==> src/rtl/sdram_wb_pkg.sv <==
package sdram_wb_pkg;
   typedef enum logic [1:0] {
      CMD_NOP   = 2'b00,
      CMD_WRITE = 2'b01,
      CMD_OTH_A = 2'b10,
      CMD_OTH_B = 2'b11
   } cmd_e;

   localparam int MAX_FIXED_BL = 8;
   localparam int REM_W        = $clog2(MAX_FIXED_BL);
   localparam logic [2:0] BL_FULL_PAGE = 3'd7;

   // beats minus one for the fixed burst codes; reserved codes act as single beat
   function automatic logic [REM_W-1:0] len_minus1(input logic [2:0] code);
      case (code)
         3'd1:    len_minus1 = REM_W'(1);
         3'd2:    len_minus1 = REM_W'(3);
         3'd3:    len_minus1 = REM_W'(7);
         default: len_minus1 = '0;
      endcase
   endfunction
endpackage

==> src/rtl/sdram_wb_colgen.sv <==
module sdram_wb_colgen #(
   parameter int COL_W = 9,
   parameter int SPAN_W = 3
) (
   input  logic [COL_W-1:0]  col_i,
   input  logic [SPAN_W-1:0] span_mask_i,
   input  logic              full_i,
   output logic [COL_W-1:0]  col_next_o
);
   localparam logic [COL_W-1:0] ONE = COL_W'(1);

   logic [COL_W-1:0] mask_ext;
   logic [COL_W-1:0] inc;

   assign mask_ext = COL_W'(span_mask_i);
   assign inc      = col_i + ONE;

   // full page rolls over the whole page, fixed bursts only inside their block
   assign col_next_o = full_i ? inc : ((col_i & ~mask_ext) | (inc & mask_ext));
endmodule

==> src/rtl/sdram_wb_ctrl.sv <==
module sdram_wb_ctrl
   import sdram_wb_pkg::*;
#(
   parameter int BANK_W = 2,
   parameter int COL_W  = 9
) (
   input  logic              clk,
   input  logic              rst,
   input  logic [1:0]        cmd_i,
   input  logic [BANK_W-1:0] bank_i,
   input  logic [COL_W-1:0]  col_i,
   input  logic              ap_i,
   input  logic [2:0]        bl_sel_i,
   output logic              beat_v_o,
   output logic [BANK_W-1:0] beat_bank_o,
   output logic [COL_W-1:0]  beat_col_o,
   output logic              beat_pre_o
);
   cmd_e cmd;
   assign cmd = cmd_e'(cmd_i);

   logic              act_q;
   logic              full_q;
   logic              ap_q;
   logic [BANK_W-1:0] bank_q;
   logic [COL_W-1:0]  col_q;
   logic [REM_W-1:0]  rem_q;
   logic [REM_W-1:0]  mask_q;

   logic              cur_full, cur_ap, last;
   logic [REM_W-1:0]  cur_rem, cur_mask;
   logic [COL_W-1:0]  col_nxt;

   always_comb begin
      if (cmd == CMD_WRITE) begin
         beat_v_o    = 1'b1;
         beat_bank_o = bank_i;
         beat_col_o  = col_i;
         cur_full    = (bl_sel_i == BL_FULL_PAGE);
         cur_mask    = len_minus1(bl_sel_i);
         cur_rem     = len_minus1(bl_sel_i);
         cur_ap      = ap_i;
      end else begin
         beat_v_o    = (cmd == CMD_NOP) && act_q;
         beat_bank_o = bank_q;
         beat_col_o  = col_q;
         cur_full    = full_q;
         cur_mask    = mask_q;
         cur_rem     = rem_q;
         cur_ap      = ap_q;
      end
      last       = !cur_full && (cur_rem == '0);
      beat_pre_o = beat_v_o && last && cur_ap;
   end

   sdram_wb_colgen #(.COL_W(COL_W), .SPAN_W(REM_W)) u_colgen (
      .col_i       (beat_col_o),
      .span_mask_i (cur_mask),
      .full_i      (cur_full),
      .col_next_o  (col_nxt)
   );

   always_ff @(posedge clk) begin
      if (rst) begin
         act_q  <= 1'b0;
         full_q <= 1'b0;
         ap_q   <= 1'b0;
         bank_q <= '0;
         col_q  <= '0;
         rem_q  <= '0;
         mask_q <= '0;
      end else begin
         act_q <= beat_v_o && !last;
         if (beat_v_o) begin
            full_q <= cur_full;
            ap_q   <= cur_ap;
            bank_q <= beat_bank_o;
            col_q  <= col_nxt;
            rem_q  <= cur_rem - REM_W'(1);
            mask_q <= cur_mask;
         end
      end
   end

   // an idle sequencer only starts on a WRITE
   p_idle_quiet_r5: assert property (@(posedge clk) disable iff (rst)
      (!act_q && cmd != CMD_WRITE) |-> !beat_v_o);

   // a fixed burst never holds more than the longest fixed length
   p_rem_range_r3: assert property (@(posedge clk) disable iff (rst)
      (act_q && !full_q) |-> (rem_q <= REM_W'(MAX_FIXED_BL - 2)));
endmodule

==> src/rtl/sdram_wb_outreg.sv <==
module sdram_wb_outreg #(
   parameter int BANK_W = 2,
   parameter int COL_W  = 9,
   parameter int DATA_W = 16,
   localparam int MASK_W = DATA_W / 8
) (
   input  logic              clk,
   input  logic              rst,
   input  logic              beat_v_i,
   input  logic [BANK_W-1:0] beat_bank_i,
   input  logic [COL_W-1:0]  beat_col_i,
   input  logic              beat_pre_i,
   input  logic [DATA_W-1:0] dq_i,
   input  logic [MASK_W-1:0] dqm_i,
   output logic              wr_en_o,
   output logic [BANK_W-1:0] wr_bank_o,
   output logic [COL_W-1:0]  wr_col_o,
   output logic [DATA_W-1:0] wr_data_o,
   output logic [MASK_W-1:0] wr_be_o,
   output logic              pre_req_o,
   output logic [BANK_W-1:0] pre_bank_o
);
   logic [MASK_W-1:0] be_n;

   for (genvar ln = 0; ln < MASK_W; ln++) begin : g_lane
      assign be_n[ln] = ~dqm_i[ln];
   end

   always_ff @(posedge clk) begin
      if (rst) begin
         wr_en_o    <= 1'b0;
         wr_bank_o  <= '0;
         wr_col_o   <= '0;
         wr_data_o  <= '0;
         wr_be_o    <= '0;
         pre_req_o  <= 1'b0;
         pre_bank_o <= '0;
      end else begin
         wr_en_o   <= beat_v_i;
         pre_req_o <= beat_pre_i;
         if (beat_v_i) begin
            wr_bank_o <= beat_bank_i;
            wr_col_o  <= beat_col_i;
            wr_data_o <= dq_i;
            wr_be_o   <= be_n;
         end
         if (beat_pre_i) pre_bank_o <= beat_bank_i;
      end
   end
endmodule

==> src/rtl/sdram_wr_burst_seq.sv <==
module sdram_wr_burst_seq #(
   parameter int BANK_W = 2,
   parameter int COL_W  = 9,
   parameter int DATA_W = 16,
   localparam int MASK_W = DATA_W / 8
) (
   input  logic              clk,
   input  logic              rst,
   input  logic [1:0]        cmd_i,
   input  logic [BANK_W-1:0] bank_i,
   input  logic [COL_W-1:0]  col_i,
   input  logic              ap_i,
   input  logic [2:0]        bl_sel_i,
   input  logic [DATA_W-1:0] dq_i,
   input  logic [MASK_W-1:0] dqm_i,
   output logic              wr_en_o,
   output logic [BANK_W-1:0] wr_bank_o,
   output logic [COL_W-1:0]  wr_col_o,
   output logic [DATA_W-1:0] wr_data_o,
   output logic [MASK_W-1:0] wr_be_o,
   output logic              pre_req_o,
   output logic [BANK_W-1:0] pre_bank_o
);
   if (DATA_W % 8 != 0 || DATA_W < 8) begin : g_bad_data_w
      $error("sdram_wr_burst_seq: DATA_W must be a nonzero multiple of 8");
   end
   if (COL_W < 3) begin : g_bad_col_w
      $error("sdram_wr_burst_seq: COL_W must hold an 8-beat block");
   end
   if (BANK_W < 1) begin : g_bad_bank_w
      $error("sdram_wr_burst_seq: BANK_W must be at least 1");
   end

   logic              beat_v, beat_pre;
   logic [BANK_W-1:0] beat_bank;
   logic [COL_W-1:0]  beat_col;

   sdram_wb_ctrl #(.BANK_W(BANK_W), .COL_W(COL_W)) u_ctrl (
      .clk         (clk),
      .rst         (rst),
      .cmd_i       (cmd_i),
      .bank_i      (bank_i),
      .col_i       (col_i),
      .ap_i        (ap_i),
      .bl_sel_i    (bl_sel_i),
      .beat_v_o    (beat_v),
      .beat_bank_o (beat_bank),
      .beat_col_o  (beat_col),
      .beat_pre_o  (beat_pre)
   );

   sdram_wb_outreg #(.BANK_W(BANK_W), .COL_W(COL_W), .DATA_W(DATA_W)) u_out (
      .clk         (clk),
      .rst         (rst),
      .beat_v_i    (beat_v),
      .beat_bank_i (beat_bank),
      .beat_col_i  (beat_col),
      .beat_pre_i  (beat_pre),
      .dq_i        (dq_i),
      .dqm_i       (dqm_i),
      .wr_en_o     (wr_en_o),
      .wr_bank_o   (wr_bank_o),
      .wr_col_o    (wr_col_o),
      .wr_data_o   (wr_data_o),
      .wr_be_o     (wr_be_o),
      .pre_req_o   (pre_req_o),
      .pre_bank_o  (pre_bank_o)
   );

   p_first_beat_r1: assert property (@(posedge clk) disable iff (rst)
      (cmd_i == 2'b01) |=> (wr_en_o && wr_col_o == $past(col_i) && wr_bank_o == $past(bank_i)));

   p_new_data_r7: assert property (@(posedge clk) disable iff (rst)
      (cmd_i == 2'b01) |=> (wr_data_o == $past(dq_i)));

   p_other_stops_r8: assert property (@(posedge clk) disable iff (rst)
      cmd_i[1] |=> !wr_en_o);

   p_pre_with_last_r9: assert property (@(posedge clk) disable iff (rst)
      pre_req_o |-> (wr_en_o && pre_bank_o == wr_bank_o));

   p_lane_mask_r11: assert property (@(posedge clk) disable iff (rst)
      (cmd_i == 2'b01) |=> (wr_be_o == ~$past(dqm_i)));
endmodule

==> config.mk <==
export PLATFORM = sky130hd
export DESIGN_NAME = sdram_wr_burst_seq
export DESIGN_NICKNAME = d
export VERILOG_FILES = /design/src/rtl/sdram_wb_pkg.sv /design/src/rtl/sdram_wb_colgen.sv /design/src/rtl/sdram_wb_ctrl.sv /design/src/rtl/sdram_wb_outreg.sv /design/src/rtl/sdram_wr_burst_seq.sv
export SDC_FILE = /design/constraint.sdc
export NUM_CORES = 1
export LEC_CHECK = 0
export BUFFER_PORTS_ARGS = -buffer_cell sky130_fd_sc_hd__buf_2
export CORE_MARGIN = 2
export CORE_UTILIZATION = 30
export CTS_BUF_LIST = sky130_fd_sc_hd__clkbuf_8 sky130_fd_sc_hd__clkbuf_16
export CTS_CLUSTER_SIZE = 12
export DETAILED_ROUTE_END_ITERATION = 8
export PLACE_DENSITY = 0.62
export SLEW_MARGIN = 15
export SYNTH_ARGS = -nofsm -noshare
export SYNTH_HDL_FRONTEND = slang
export SYNTH_SLANG_ARGS = --single-unit
==> constraint.sdc <==
create_clock -name clk -period 2.3 [get_ports clk]
set_input_delay 0.345 -clock clk [delete_from_list [all_inputs] [get_ports clk]]
set_output_delay 0.345 -clock clk [all_outputs]
set_load 0.05 [all_outputs]
; After elaboration in Yosys (flattened, before gate mapping)
; Index checks and enable logic that the tools add are counted.
[classes]
addsub = 2
n_eq_ne = 5
bitwise_logic = 6
n_reduce_logical = 9
mux = 9
[op_table]
columns = operator, n
row1 = 9-bit 2-to-1 mux, 2
row2 = 9-bit by 1-bit adder with 9-bit output (second input constant), 1
row3 = 9-bit by 3-bit AND with 9-bit output, 1
row4 = 9-bit AND, 1
row5 = 3-bit inverter with 9-bit output, 1
row6 = 9-bit OR, 1
row7 = 3-bit one-hot mux with 3 select lines, 1
row8 = 3-bit by 2-bit equality test with 1-bit output (second input constant), 2
row9 = 3-bit 2-to-1 mux, 2
row10 = 1-bit logical AND, 5
row11 = 3-bit by 1-bit equality test with 1-bit output (second input constant), 1
row12 = 3-bit equality test (second input constant), 1
row13 = 3-bit zero test, 1
row14 = 1-bit 2-to-1 mux, 3
row15 = 3-bit by 1-bit subtractor with 3-bit output (second input constant), 1
row16 = 2-bit by 1-bit equality test with 1-bit output (second input constant), 1
row17 = 1-bit zero test, 2
row18 = 2-bit zero test, 1
row19 = 2-bit 2-to-1 mux, 1
row20 = 1-bit inverter, 2
[word_totals]
output_inout_bits = 33
word_cells = 44
ff_bits = 51
in_bits = 37

; Depth between registers and ports, before layout
; Gate-level depths: netlist of run 1.
[depth]
ltp_word = 7
ltp_mapped = 13
mapped_depth_nobuf = 9

; By module
; Synthesis of run 1 repeated with hierarchy kept, for this count alone.
[hier_totals]
cells_unflattened = 262
hier_area_um2 = 2316.0
[modules_own_cells]
columns = module, cells_per_inst, area_each_um2, instances
row1 = sdram_wb_outreg, 104, 1192.4, 1
row2 = sdram_wb_ctrl, 135, 965.9, 1
row3 = sdram_wb_colgen, 23, 157.7, 1

; Worst setup path after synthesis of run 1
; OpenSTA, ideal clock, no wires.
[synth_path]
path_type = input to register
start = input cmd_i[0]
end = register u_ctrl.col_q[8]
setup_slack_ns = -0.072
cell_stages = 11
required_ns = 2.209
arrival_ns = 2.281
path_buffers = 4
path_cell_list = buf_6 nor2b_4 buf_6 clkbuf_1 clkbuf_1 nand2_1 nand2_1 ha_1 o2111ai_2 or3_1 a311oi_1
[synth_via]
elab_chain_len = 6
[synth_lines]
columns = item, line
row1 = "start, declared", sdram_wr_burst_seq.sv:9  ; input logic [1:0] cmd_i,
row2 = 2-bit by 1-bit equality test with 1-bit output *, sdram_wb_ctrl.sv:35  ; if (cmd == CMD_WRITE) begin
row3 = 9-bit 2-to-1 mux *, sdram_wb_ctrl.sv:35
row4 = net beat_col[0], sdram_wr_burst_seq.sv:36  ; logic [COL_W-1:0] beat_col;
row5 = 9-bit by 1-bit adder with 9-bit output *, sdram_wb_colgen.sv:16  ; assign inc = col_i + ONE;
row6 = 9-bit by 3-bit AND with 9-bit output, sdram_wb_colgen.sv:19  ; assign col_next_o = full_i ? inc : ((col_i & ~mask_ext) | (inc & mask_ext));
row7 = 9-bit OR, sdram_wb_colgen.sv:19
row8 = 9-bit 2-to-1 mux *, sdram_wb_colgen.sv:19
row9 = "end signal, assigned", sdram_wb_ctrl.sv:78  ; col_q <= col_nxt;
row10 = "end, declared", sdram_wb_ctrl.sv:26  ; logic [COL_W-1:0] col_q;
; Mark *: on every way through the listed nets, which the timed path passes. The rest lies on a longest branch.
; A chain may end at the register's enable or synchronous reset.

; Final worst setup path of run 1
[layout_path]
start = input cmd_i[1]
end = register u_ctrl.col_q[8]
[layout_via]
elab_chain_len = 6
[layout_lines]
columns = item, line
row1 = 2-bit by 1-bit equality test with 1-bit output, sdram_wb_ctrl.sv:35
row2 = 9-bit 2-to-1 mux, sdram_wb_ctrl.sv:35
row3 = 9-bit by 1-bit adder with 9-bit output, sdram_wb_colgen.sv:16
row4 = 9-bit by 3-bit AND with 9-bit output, sdram_wb_colgen.sv:19
row5 = 9-bit OR, sdram_wb_colgen.sv:19
row6 = 9-bit 2-to-1 mux, sdram_wb_colgen.sv:19
; Parallel ways exist; a longest one is shown, timed or not.

==> metrics.yaml, run 1 <==
outcome: "finished, final reports clean"
placedCellCount: 455
timing.final.max_slew_violations: 0
ys.flop_type: "dfxtp_1"
syn-num-nets: 331
endpoint_kind: "register"
syn-cell-area_um2: 2340
path_cells: "buf_2 > nand2b_1 > buf_4 > mux2i_2 > o2111ai_2 > or3_1 > a311oi_1"
dp_hpwl_um: 4530
critical_path.startpoint: "cmd_i[1]"
setup_viol: 0
cp_num_cells: 7
ctsResizeCount: 0
syn_to_final_growth_pct: 26.1
core_region_area_um2: 7650
yosys-top-cells-area: "dfxtp_1 (44%), nand2_1 (11%), a21oi_1 (7.1%)"
vias_per_cell: 4.86
cts-root-buf: "clkbuf_8"
synth_edf_count: 0
htreeDepth: 2
nets: 400
postCtsSetupBuffers: 0
grt.total_usage_pct: 14.3
drive_gt1_share_pct: 27.7
power_leakage_nw: 1.27
hold_slack_ns: 0.212
totalNegativeSetupSlack_ns: 0
critPathMaxFanout: 8
synthCells: 291
drcViolationCount: 0
antenna_left: 0
first_pass_iters: 4
cts_tree: "built"
drt-total-wl_um: 6160
async_reset_ff_share_pct: 0
num_io_pins: 70
drt_iter0_drc: 77
worstPathRequired_ns: 2.52
wl_per_cell_um: 13.3
cts_inserted_buffers: 5
cap_violations: 0
initial_core_util_pct: 30.6
peakVddDrop_mv: 0.234
max_freq_mhz: 534
slew_headroom_pct: 48.1
placementRows: 32
slowest_stage: "or3_1"
fin_crit_sh_pct: 81.4
num_antenna_cells: 0
hold_viol: 0
clockBufferDepth: 2
clkTransAtPathRegs_ns: 0.09
yosysTopAreaCell: "dfxtp_1"
r2r_end: "u_ctrl.col_q[8]"
yosysWarnings: 0
final.min_clock_period_ns: 1.87
synth_seq_cells: 51
fp.dieW_um: 92.3
grt_pass1_vias: 2093
antenna_found_initial: 0
critical_path.top_delay_family: "simple AND/OR/NAND/NOR gates"
ctsHoldBuffers: 0
reg2reg_from: "u_ctrl.full_q"
path_buf_inv: 2
path_class: "input pin to register"
ff2ff_setup_slack_ns: 0.50
port_buffers: 69
synth_top_area_share_pct: 43.6
num_vias: 2249
min_path_type: "input pin to register"
power_density_nw_per_um2: 680
arrival_ns: 2.09
clkSinkCount: 51
cp-start-kind: "input pin"
insertion_delay_ns: 0.31
critical-path-max-stage-delay_ns: 0.34
finalCoreUtilization_pct: 38.6
worst_r2r_path_depth: 5
total_power_w: 0.00201
rsz0062_at_grt: "false"
place.gp.congestion: 0.800
worst_slew_pin_slew_ns: 0.778
syn_area_per_cell_um2: 8.04
die_area_um2: 8530
grt_overflow_total: 0
grt_first_pass_wirelength_um: 9910
final_cells: 463
ys_types: 43
clock_skew_ns: 0.00892
crit_end: "u_ctrl.col_q[8]"
die_h_um: 92.3
ys_seq_area_share_pct: 43.6
grt_max_degree: 31
==> state kept, by name (all words and copies together) (netlist names) <==
| register | count |
|---|---|
| u_out.wr_data_o | 16 |
| u_ctrl.col_q | 9 |
| u_out.wr_col_o | 9 |
| u_ctrl.mask_q | 3 |
| u_ctrl.rem_q | 3 |
| u_ctrl.bank_q | 2 |
| u_out.pre_bank_o | 2 |
| u_out.wr_be_o | 2 |
| u_ctrl.act_q | 1 |
| u_ctrl.ap_q | 1 |
| u_ctrl.full_q | 1 |
| u_out.pre_req_o | 1 |
| u_out.wr_en_o | 1 |
==> layout make-up <==
cell class / count / area [µm²]
Inverter: 5 / 18.8
Timing Repair Buffer: 81 / 448
Clock inverter: 2 / 35.0
Sequential cell: 51 / 1020
Clock buffer: 6 / 82.6
Fill cell: 797 / 4690
Multi-Input combinational cell: 216 / 1220
Tap cell: 102 / 128
==> cells in the final DEF, fill, tap and decap left out, types with 3 or more instances in the layout <==
master / count
buf_4: 11
dfxtp_1: 51
a211oi_1: 6
nand2_1: 66
nor2b_1: 4
nor2_1: 24
a311oi_1: 4
buf_2: 69
o21ai_0: 8
inv_1: 5
and3_1: 4
ha_1: 3
nor3_1: 9
clkbuf_8: 6
nand4_1: 3
nand3_1: 4
o31ai_1: 3
mux2_2: 4
a21oi_1: 33
or3_1: 4
mux2i_1: 4
nand2b_1: 4
==> power by group <==
| part | leakage (nW) | internal, W | switching, W | total (W) |
|---|---|---|---|---|
| sequential | 0.417 | 0.000930 | 0.0000263 | 0.000956 |
| combinational | 0.793 | 0.000128 | 0.000266 | 0.000394 |
| clock | 0.0612 | 0.000353 | 0.000305 | 0.000657 |
==> metrics by stage <==
stage                     instance area, µm²  setup slack (ns)
final                                   2950             0.427
after global routing                    2950             0.298
after CTS                               2950             0.441
after detailed placement                2840             0.133
after global placement                  2840             0.204
after floorplan                         2340             0.103
==> how the worst min path moves through the flow <==
stage,start,end,slack (ns),cells past startpoint
floorplan,rst,u_ctrl.bank_q[0],0.42,1
global placement,u_out.wr_data_o[6],u_out.wr_data_o[6],0.44,2
detailed placement,u_out.wr_data_o[13],u_out.wr_data_o[13],0.44,2
CTS,dqm_i[1],u_out.wr_be_o[1],0.20,2
global route,dqm_i[1],u_out.wr_be_o[1],0.22,2
finish,dqm_i[1],u_out.wr_be_o[1],0.21,2
==> layer usage <==
metal / GRT usage (%) / share of wire (%) / wire length [µm]
met4: 3.36 / 0.63 / 39
met5: 0 / 0 / 0
met3: 3.17 / 4.1 / 251
met2: 24.1 / 48 / 2960
met1: 18.5 / 47 / 2910
==> Yosys cell counts, types with 3 or more instances <==
| master | count |
|---|---|
| a211oi_1 | 6 |
| a21oi_1 | 33 |
| a311oi_1 | 4 |
| and3_1 | 4 |
| clkbuf_1 | 16 |
| dfxtp_1 | 51 |
| ha_1 | 3 |
| inv_1 | 5 |
| mux2_2 | 4 |
| mux2i_1 | 4 |
| nand2_1 | 66 |
| nand2b_1 | 4 |
| nand3_1 | 4 |
| nand4_1 | 3 |
| nor2_1 | 25 |
| nor2b_1 | 4 |
| nor3_1 | 9 |
| o21ai_0 | 9 |
| o31ai_1 | 3 |
| or3_1 | 4 |
==> kinds of logic (layout without fill, tap and decap cells) <==
group / Yosys count / after routing / synth area share, %
AND/OR/NAND/NOR: 131 / 131 / 25.1
AO/OA/AOI/OAI: 69 / 69 / 19.3
XOR/XNOR: 3 / 3 / 1.12
multiplexers: 9 / 9 / 4.22
flip-flops: 51 / 51 / 43.6
buffers and inverters: 24 / 94 / 4.54
adder cells (fa/ha/maj): 4 / 4 / 2.03
Note: power is estimated with default switching activity, not from simulation.
==> run 2: changes to the inputs <==
ABC_AREA = 1   (was default)
PLACE_DENSITY = 0.6   (was 0.62)
clock period = 1.8 ns   (was 2.3 ns; I/O delays follow)
==> run 2 against run 1 <==
Utilization is 0.25 points higher. Via count fell by 2.6%. Register-to-register slack got worse by 0.12 ns. Sequential share of layout area is 1.5 points higher. Die area down 2.5%. Critical path type unchanged. Clock power down 2%. Final area shrank 4.0%. Largest power group unchanged. Routed wire length shrank 6.1%.
==> metrics.yaml, run 2 <==
drcViolationCount: 0  # unchanged
path_common_cell: "nand2_1"
top_regs: "u_out.wr_data_o: 16 flops, u_ctrl.col_q: 9 flops, u_out.wr_col_o: 9 flops"
grt_first_pass_wirelength_um: 9830  # -0.84%
die_area_um2: 8320  # -2.5%
path_cells: "buf_2 > inv_2 > nor2_4 > nand2_2 > nand2_4 > ha_1 > nand3_1 > nor2_4 > nand2_1 > nand2_1 > nand3_1 > nand2_1 > inv_1"
num_vias: 2190  # -2.6%
layout_commonest_cell: "buf_2"
dp_hpwl_um: 4130  # -9.0%
ctsResizeCount: 0  # unchanged
die_h_um: 91.2  # -1.2%
power_leakage_nw: 1.39  # +9.5%
largest_reg_flops: 16  # unchanged
path_buf_inv: 3  # +1
ff2ff_setup_slack_ns: 0.38  # -0.12 ns
worst_r2r_path_depth: 10  # +5
postCtsSetupBuffers: 0  # unchanged
path_class: "input pin to register"
num_antenna_cells: 0  # unchanged
fin_crit_sh_pct: 84.4
critical_path.top_delay_family: "simple AND/OR/NAND/NOR gates"
placed_area_um2: 2750  # -2.9%
final.min_clock_period_ns: 1.52
cp-start-kind: "input pin"
synth_seq_cells: 51  # unchanged
finalCoreUtilization_pct: 38.9  # +0.25 points
synth_top_area_share_pct: 44.8  # +1.1 points
syn_to_final_growth_pct: 24.2
synthCells: 306  # +5.2%
yosysTopAreaCell: "dfxtp_1"
grt_max_degree: 39  # +26%
fp.dieW_um: 91.2  # -1.2%
drive_gt1_share_pct: 28.8  # +1.1 points
critPathMaxFanout: 12  # +4
place.gp.congestion: 0.785  # -1.8%
placementRows: 31  # -3.1%
arrival_ns: 1.73  # -0.36 ns
power_density_nw_per_um2: 874  # +28%
cap_violations: 0  # unchanged
vias_per_cell: 4.58  # -5.7%
core_region_area_um2: 7290  # -4.6%
grt_overflow_total: 0  # unchanged
cts-root-buf: "clkbuf_8"
clock_skew_ns: 0.00368  # -0.00524 ns
worstPathRequired_ns: 2.01  # -0.51 ns
hold_viol: 0  # unchanged
clockBufferDepth: 2  # unchanged
num_io_pins: 70  # unchanged
rsz0062_at_grt: "false"
grt.total_usage_pct: 14.5  # +0.22 points
hold_end: "u_out.wr_be_o[1]"
antenna_left: 0  # unchanged
yosysWarnings: 0  # unchanged
cts_inserted_buffers: 5  # unchanged
regMostFlops: "u_out.wr_data_o"
peakVddDrop_mv: 0.384  # +64%
max_freq_mhz: 658
ys_types: 29  # -33%
clkSinkCount: 51  # unchanged
min_path_type: "input pin to register"
grt_pass1_vias: 2082  # -0.53%
nets: 418  # +4.5%
ctsHoldBuffers: 0  # unchanged
worstHoldStart: "dqm_i[1]"
final_area_um2: 2830  # -4.0%
port_buffers: 69  # unchanged
worst_slew_pin_slew_ns: 0.383  # -0.395 ns
cts_tree: "built"
initial_core_util_pct: 31.3  # +0.67 points
clkTransAtPathRegs_ns: 0.09  # about the same
yosys-top-cells-count: "nor2_1 (60), dfxtp_1 (51), nand2_1 (51), o21ai_0 (36), nand3_1 (22)"
syn-cell-area_um2: 2280  # -2.6%
slew_headroom_pct: 74.2  # +26 points
ys_seq_area_share_pct: 44.8  # +1.1 points
yosys-top-cells-area: "dfxtp_1 (45%), nor2_1 (9.9%), nand2_1 (8.4%)"
drt_iter0_drc: 127  # +65%
antenna_found_initial: 0  # unchanged
endpoint_kind: "register"
syn-num-nets: 346  # +4.5%
syn_area_per_cell_um2: 7.45  # -7.3%
critical-path-max-stage-delay_ns: 0.24  # -0.10 ns
slowest_stage: "nor2_4"
htreeDepth: 2  # unchanged
totalNegativeSetupSlack_ns: 0  # unchanged
ys.flop_type: "dfxtp_1"
async_reset_ff_share_pct: 0  # unchanged
wl_per_cell_um: 12.1  # -9.0%
first_pass_iters: 5  # +1
outcome: "finished, final reports clean"
most-common-layout-cells: "buf_2 (69), nor2_1 (60), nand2_1 (51), dfxtp_1 (51), o21ai_0 (36)"
insertion_delay_ns: 0.30  # about the same
drt-total-wl_um: 5780  # -6.1%
whs_path_depth: 2  # unchanged
setup_viol: 0  # unchanged
synth.most_common_cell: "nor2_1"
synth_edf_count: 0  # unchanged
r2r_end: "u_ctrl.col_q[8]"
reg2reg_from: "u_ctrl.col_q[0]"
timing.final.max_slew_violations: 0  # unchanged
==> run 2: metrics by stage <==
stage | power [W] | hold WS [ns] | worst slack, ns | instances
final | 0.00248 | 0.126 | 0.281 | 478
after global routing | 0.00263 | 0.123 | 0.111 | 478
after CTS | 0.00250 | 0.114 | 0.291 | 478
after detailed placement | 0.00186 | 0.451 | -0.00206 | 470
after global placement | 0.00185 | 0.446 | 0.0687 | 470
after floorplan | 0.00169 | 0.349 | 0.0899 | 306
==> run 2: layout make-up <==
cell class | instances | area (µm²)
tap | 99 | 124
fill | 779 | 4460
timing repair buffer | 80 | 440
clock inverter | 3 | 12.5
clock buffer | 5 | 68.8
multi-input combinational | 222 | 1100
sequential | 51 | 1020
inverter | 18 | 70.1
==> run 2: worst max-delay path by stage <==
| stage | start | to | depth (start not counted) |
|---|---|---|---|
| floorplan | cmd_i[0] | u_out.pre_bank_o[0] | 13 |
| detailed placement | cmd_i[0] | u_ctrl.col_q[8] | 13 |
| finish | cmd_i[0] | u_ctrl.col_q[8] | 13 |
| global route | cmd_i[0] | u_ctrl.col_q[8] | 13 |
| CTS | cmd_i[0] | u_ctrl.col_q[8] | 13 |
| global placement | cmd_i[0] | u_ctrl.col_q[8] | 13 |
==> run 2: cell families (layout without fill, tap and decap cells) <==
group | Yosys count | in the layout | synth area share (%)
compound gates | 57 | 57 | 13.0
flops | 51 | 51 | 44.8
fa+ha+maj | 3 | 3 | 1.65
buf+inv | 33 | 106 | 7.13
simple gates | 160 | 160 | 32.6
mux | 2 | 2 | 0.878
==> run 2: worst register-to-register path, cell delays in order (launching register included) <==
cell and delay (ns):
dfxtp_1 0.34, nand2_1 0.07, nand2_2 0.10, ha_1 0.20, nand3_1 0.13, nor2_4 0.19
nand2_1 0.07, nand2_1 0.06, nand3_1 0.06, nand2_1 0.07, inv_1 0.04
==> run 2: power by group <==
group	switching [W]	internal (W)	total (W)
Combinational	0.000425	0.000171	0.000596
Sequential	0.0000315	0.00120	0.00124
Clock	0.000381	0.000263	0.000643
==> run 2: routing by layer <==
metal  share of wire, %  wire length [µm]  vias to the layer above  track usage (%)
met5                  0                 0                        -                0
met4                1.2                70                        0             3.91
met3                5.4               310                        8             3.82
met2                 47              2710                       68             24.4
met1                 46              2690                      981             18.2
li1                   -                 -                     1133                -
